## config.mk

```make
export PLATFORM = sky130hd
export DESIGN_NAME = gpio_port
export DESIGN_NICKNAME = d
export VERILOG_FILES = /design/src/rtl/gpio_port_pkg.sv /design/src/rtl/gpio_sync.sv /design/src/rtl/gpio_regs.sv /design/src/rtl/gpio_pad_ctrl.sv /design/src/rtl/gpio_port.sv
export SDC_FILE = /design/constraint.sdc
export NUM_CORES = 1
export LEC_CHECK = 0
export BUFFER_PORTS_ARGS = -buffer_cell sky130_fd_sc_hd__buf_2
export CORE_ASPECT_RATIO = 1.2
export CORE_UTILIZATION = 30
export DETAILED_ROUTE_END_ITERATION = 6
export PLACE_DENSITY_LB_ADDON = 0.12
export SYNTH_ARGS = -nofsm -noshare
export SYNTH_HDL_FRONTEND = slang
export SYNTH_SLANG_ARGS = --single-unit
```

## constraint.sdc

```tcl
create_clock -name clk -period 3.25 [get_ports clk]
set_clock_uncertainty 0.15 [all_clocks]
set_input_delay 0 -clock clk [delete_from_list [all_inputs] [get_ports clk]]
set_output_delay 0 -clock clk [all_outputs]
set_load 0.02 [all_outputs]
```

## src/rtl/gpio_port_pkg.sv

```systemverilog
package gpio_port_pkg;

    localparam int ADDR_W = 2;

    typedef enum logic [ADDR_W-1:0] {
        SEL_LVL  = 2'd0,
        SEL_DIR  = 2'd1,
        SEL_OUT  = 2'd2,
        SEL_NONE = 2'd3
    } sel_e;

    // One-hot write strobes produced by the address decoder
    typedef struct packed {
        logic lvl;
        logic dir;
        logic out;
    } strobe_t;

    function automatic strobe_t decode_wr(input logic [ADDR_W-1:0] addr, input logic wen);
        strobe_t s;
        s = '0;
        if (wen) begin
            unique case (sel_e'(addr))
                SEL_LVL:  s.lvl = 1'b1;
                SEL_DIR:  s.dir = 1'b1;
                SEL_OUT:  s.out = 1'b1;
                default:  s = '0;
            endcase
        end
        return s;
    endfunction

endpackage

```

## src/rtl/gpio_sync.sv

```systemverilog
module gpio_sync #(
    parameter int W      = 8,
    parameter int STAGES = 2
) (
    input  logic         clk,
    input  logic         rst,
    input  logic [W-1:0] din,
    output logic [W-1:0] dout
);
    localparam int CW = $clog2(STAGES + 1);

    logic [W-1:0] stg [STAGES];

    always_ff @(posedge clk) begin
        if (rst) stg[0] <= '0;
        else     stg[0] <= din;
    end

    for (genvar s = 1; s < STAGES; s++) begin : g_stage
        always_ff @(posedge clk) begin
            if (rst) stg[s] <= '0;
            else     stg[s] <= stg[s-1];
        end
    end

    assign dout = stg[STAGES-1];

    // Cycles since reset, saturating, so the latency check never looks before reset
    logic [CW-1:0] warm;
    always_ff @(posedge clk) begin
        if (rst)                    warm <= '0;
        else if (warm != CW'(STAGES)) warm <= warm + 1'b1;
    end

    if (STAGES == 2) begin : g_lat_chk

        sync_latency_chk: assert property (@(posedge clk) disable iff (rst)
            (warm == CW'(STAGES)) |-> (dout == $past(din, 2)));
    end


    sync_reset_chk: assert property (@(posedge clk)
        $past(rst) |-> (dout == '0));

endmodule

```

## src/rtl/gpio_regs.sv

```systemverilog
module gpio_regs
    import gpio_port_pkg::*;
#(
    parameter int W = 8
) (
    input  logic         clk,
    input  logic         rst,
    input  strobe_t      stb,
    input  logic [W-1:0] wdata,
    output logic [W-1:0] out_q,
    output logic [W-1:0] dir_q
);
    always_ff @(posedge clk) begin
        if (rst) begin
            dir_q <= '0;
        end else if (stb.dir) begin
            dir_q <= wdata;
        end
    end

    // A direct write wins over a toggle write
    always_ff @(posedge clk) begin
        if (rst) begin
            out_q <= '0;
        end else if (stb.out) begin
            out_q <= wdata;
        end else if (stb.lvl) begin
            out_q <= out_q ^ wdata;
        end
    end


    toggle_flip_chk: assert property (@(posedge clk) disable iff (rst)
        (stb.lvl && !stb.out) |=> (out_q == ($past(out_q) ^ $past(wdata))));


    dir_write_chk: assert property (@(posedge clk) disable iff (rst)
        stb.dir |=> (dir_q == $past(wdata)));


    idle_hold_chk: assert property (@(posedge clk) disable iff (rst)
        (stb == '0) |=> ($stable(out_q) && $stable(dir_q)));


    regs_reset_chk: assert property (@(posedge clk)
        $past(rst) |-> (out_q == '0 && dir_q == '0));

    strobe_onehot_chk: assert property (@(posedge clk) disable iff (rst)
        $onehot0(stb));

endmodule

```

## src/rtl/gpio_pad_ctrl.sv

```systemverilog
module gpio_pad_ctrl #(
    parameter int W = 8
) (
    input  logic         clk,
    input  logic         rst,
    input  logic [W-1:0] dir_q,
    input  logic [W-1:0] out_q,
    input  logic [W-1:0] ovr_en,
    input  logic [W-1:0] ovr_oe,
    input  logic [W-1:0] ovr_val,
    input  logic         pull_kill,
    output logic [W-1:0] pad_oe,
    output logic [W-1:0] pad_out,
    output logic [W-1:0] pad_pull
);
    for (genvar i = 0; i < W; i++) begin : g_pin
        logic eff_oe;
        logic eff_val;

        always_comb begin
            if (ovr_en[i]) begin
                eff_oe  = ovr_oe[i];
                eff_val = ovr_val[i];
            end else begin
                eff_oe  = dir_q[i];
                eff_val = out_q[i];
            end
        end

        assign pad_oe[i]   = eff_oe;
        assign pad_out[i]  = eff_val;
        assign pad_pull[i] = !eff_oe && eff_val && !pull_kill;


        plain_pin_chk: assert property (@(posedge clk) disable iff (rst)
            !ovr_en[i] |-> (pad_oe[i] == dir_q[i] && pad_out[i] == out_q[i]));


        ovr_pin_chk: assert property (@(posedge clk) disable iff (rst)
            ovr_en[i] |-> (pad_oe[i] == ovr_oe[i] && pad_out[i] == ovr_val[i]));


        pull_driver_chk: assert property (@(posedge clk) disable iff (rst)
            pad_pull[i] |-> (!pad_oe[i] && pad_out[i]));
    end


    pull_kill_chk: assert property (@(posedge clk) disable iff (rst)
        pull_kill |-> (pad_pull == '0));

endmodule

```

## src/rtl/gpio_port.sv

```systemverilog
module gpio_port
    import gpio_port_pkg::*;
#(
    parameter int W           = 8,
    parameter int SYNC_STAGES = 2
) (
    input  logic              clk,
    input  logic              rst,
    input  logic [ADDR_W-1:0] reg_addr,
    input  logic              reg_wen,
    input  logic [W-1:0]      reg_wdata,
    output logic [W-1:0]      reg_rdata,
    input  logic              pull_kill,
    input  logic [W-1:0]      pad_in,
    input  logic [W-1:0]      ovr_en,
    input  logic [W-1:0]      ovr_oe,
    input  logic [W-1:0]      ovr_val,
    output logic [W-1:0]      pad_oe,
    output logic [W-1:0]      pad_out,
    output logic [W-1:0]      pad_pull
);
    strobe_t      stb;
    logic [W-1:0] out_q;
    logic [W-1:0] dir_q;
    logic [W-1:0] lvl_s;

    assign stb = decode_wr(reg_addr, reg_wen);

    gpio_regs #(.W(W)) u_regs (
        .clk   (clk),
        .rst   (rst),
        .stb   (stb),
        .wdata (reg_wdata),
        .out_q (out_q),
        .dir_q (dir_q)
    );

    gpio_sync #(.W(W), .STAGES(SYNC_STAGES)) u_sync (
        .clk  (clk),
        .rst  (rst),
        .din  (pad_in),
        .dout (lvl_s)
    );

    gpio_pad_ctrl #(.W(W)) u_pad (
        .clk       (clk),
        .rst       (rst),
        .dir_q     (dir_q),
        .out_q     (out_q),
        .ovr_en    (ovr_en),
        .ovr_oe    (ovr_oe),
        .ovr_val   (ovr_val),
        .pull_kill (pull_kill),
        .pad_oe    (pad_oe),
        .pad_out   (pad_out),
        .pad_pull  (pad_pull)
    );

    always_comb begin
        unique case (sel_e'(reg_addr))
            SEL_LVL: reg_rdata = lvl_s;
            SEL_DIR: reg_rdata = dir_q;
            SEL_OUT: reg_rdata = out_q;
            default: reg_rdata = '0;
        endcase
    end


    unmapped_read_chk: assert property (@(posedge clk) disable iff (rst)
        (reg_addr == SEL_NONE) |-> (reg_rdata == '0));


    lvl_zero_write_chk: assert property (@(posedge clk) disable iff (rst)
        (reg_wen && reg_addr == SEL_LVL && reg_wdata == '0) |=> $stable(out_q));

endmodule

```

==> results.md <==
* Setup bufs post-CTS at 0
* Area grow syn2layout at 30.8%
* Tcrit/Tclk final at between 40% and 50%
* CTS Buffer Depth at 2
* Boundary pin count at 78
* Initial Utilization at a little under a third
* Worst path required time at around 3.1 ns
* Total CTS buffers at 5
* Pwr/cell area at approximately 400 nW/um^2
* Top_reg_cell synth: dfxtp_1
* Unrepaired setup endpoints after global routing: no
* Hold_sp: rst
* Mapped Area at ~1800 sq um
* Wire length per cell at between 10 and 15 um
* Crit. Startpoint: u_regs.out_q[3]$_SDFFE_PP0P_
* Core area at ~5700 sq um
* Hold Vio Cnt, Final at 0
* R2R Path Start: u_regs.out_q[3]$_SDFFE_PP0P_
* CTS root buf: clkbuf_8
* Router iterations before antenna repair at 4
* Vias per cell at 4.45
* First-pass GRT wire length at 6610 um
* DP Area at about 2100 sq um
* Final setup fails at 0
* Routed Antenna Nets at 0
* Max-capacitance violation count at 0
* Initial antenna violation count at 0
* Seq/Total Area, Yosys at a little over a third
* DRC at 0
* Fin nets at about 320
* Clk Latency, worst-skew pair at approximately 0.28 ns
* R2R depth at 3
* Die area at around 6400 sq um
* Vias in the first global route at around 1400
* CTS sink count at 32
* Layout cell share with drive strength beyond 1 at roughly 42%
* Final slew viol count at 0
* Syn_nets at approximately 240
* Detailed Route WL at approximately 4200 um
* Fin crit period at ~1.6 ns
* Post-DP HPWL at between 2000 and 3000 um
* Startpoint Class: flop
* Setup TNS at 0 ns
* I/O Buffers at a little under 80
* Die Span X at 73.0 um
* Hold WS at approximately 0.056 ns
* Async S/R FF share, synth at 0%
* Reg2reg end: u_regs.out_q[3]$_SDFFE_PP0P_
* Yosys reg bits at 32
* EDFF count, synth at 0
* Rows at 30
* Via count at between 1500 and 2000
* CP Data Arrival Time at approximately 1.5 ns
* Largest net degree at the start of global routing at 33
* DIE HEIGHT at between 80 and 90 um
* First DRT Iteration DRCs at 62
* # diodes at 0
* Global Route Usage Sum at about 14%
* Mapped Cells at around 200
* Status: finished clean
* Hold path depth at 2
* Yosys synthesis warning count at 0
* Final worst setup slack at around 1.6 ns
* Crit Path Max Fanout at 6
* R2r setup slk at ~2.1 ns
* Least-Margin Pin Slew at ~0.58 ns
* Final instance area at ~2400 sq um
* Hold Path Class: input port to flop
* Total grt overflow at 0
* CP endpoint kind: output port
* Rel. slew slack at around three fifths
* GPL Wtd Cong at 0.732
* Worst-path clk slew at 0.06 ns
* Average footprint of a synthesized cell at approximately 9.2 sq um
* CTS H-tree lvls at 2
* Maximum clock frequency at 0.618 GHz
* CTS tree: built
* Leak at about 1.1 nW
* Hold EP: u_regs.dir_q[2]$_SDFFE_PP0P_
* Setup CP Type: flop to output port
* Worst slack, placed at around 1.7 ns
* Synth cell types at 22
* Worst VDD drop at between 200 and 300 uV
[synth_stat cells, types with 7 or more instances]
cell | count | area [sq um]
mux2_2 | 15 | 169
dfxtp_1 | 32 | 641
and4bb_2 | 7 | 87.6
a21oi_1 | 15 | 75.1
o21ai_1 | 8 | 40.0
nand2_1 | 9 | 33.8
nor2b_1 | 17 | 106
nor2_1 | 17 | 63.8
buf_4 | 18 | 135
a31oi_1 | 8 | 50.1
o21ai_0 | 9 | 45.0
nand3b_1 | 8 | 60.1
mux2i_1 | 16 | 160
[worst max-delay path: stages (launching register included)]
cell and delay, ns:
dfxtp_1 0.40, or3b_2 0.46, a21oi_1 0.15, buf_2 0.18
[cell type report]
type / instances / area [sq um]
Timing Repair Buffer: 93 / 546
Clock buffer: 7 / 96.3
Multi-Input combinational cell: 139 / 986
Tap cell: 80 / 100
Inverter: 1 / 3.75
Fill cell: 604 / 3370
Sequential cell: 32 / 641
[through the flow]
step | std cells | util [%] | power (mW)
5_1_grt | 352 | 41.3 | 1.00
3_5_place_dp | 329 | 36.8 | 0.615
3_3_place_gp | 329 | 36.8 | 0.614
4_1_cts | 352 | 41.3 | 0.960
6_report | 352 | 41.3 | 0.947
2_1_floorplan | 198 | - | 0.564
[timing repair]
| item | CTS | global route |
|---|---|---|
| gates resized for setup | 0 | 0 |
| setup endpoints to repair | 0 | 0 |
| hold endpoints to repair | 24 | 0 |
| hold buffers | 16 | 0 |
[logic make-up after synthesis]
kind of cell	after synthesis	synth area share (%)
buf+inv	27	10.3
simple gates	67	24.1
compound gates	41	12.1
flops	32	35.3
mux	31	18.2
[layout by cell type (no fill, tap or decap), types with 9 or more instances in the layout]
cell	Yosys	routed
nor2_1	17	17
dfxtp_1	32	32
dlygate4sd3_1	0	16
nand2_1	9	9
nor2b_1	17	17
o21ai_0	9	9
buf_2	2	77
mux2i_1	16	16
mux2_2	15	15
a21oi_1	15	15
[how the worst max path moves through the flow]
| stage | slack [ns] | endpoint |
|---|---|---|
| final | 1.63 | pad_pull[3] |
| after global routing | 1.54 | pad_pull[5] |
| after CTS | 1.62 | pad_pull[3] |
| after detailed placement | 1.68 | u_regs.dir_q[5]$_SDFFE_PP0P_ |
| after global placement | 1.72 | u_regs.dir_q[7]$_SDFFE_PP0P_ |
| after floorplan | 1.92 | pad_pull[7] |
[flip-flops by register name, indices dropped and copies added (netlist names)]
signal,cells
u_regs.dir_q,8
u_regs.out_q,8
u_sync.stg,16
[routing by layer]
layer  global-route usage [%]  share of wire [%]  up-vias
met5                        0                  0        -
met4                     4.63                1.4        0
met3                     3.94                3.1        8
met2                     23.0                 49       37
met1                     17.0                 47      695
li1                         -                  -      827
[power by group]
| part | switching (mW) | leakage (nW) | internal (mW) |
|---|---|---|---|
| Combinational | 0.0988 | 0.775 | 0.0948 |
| Clock | 0.140 | 0.0503 | 0.188 |
| Sequential | 0.0135 | 0.263 | 0.411 |
(Power assumes the default switching activity.)
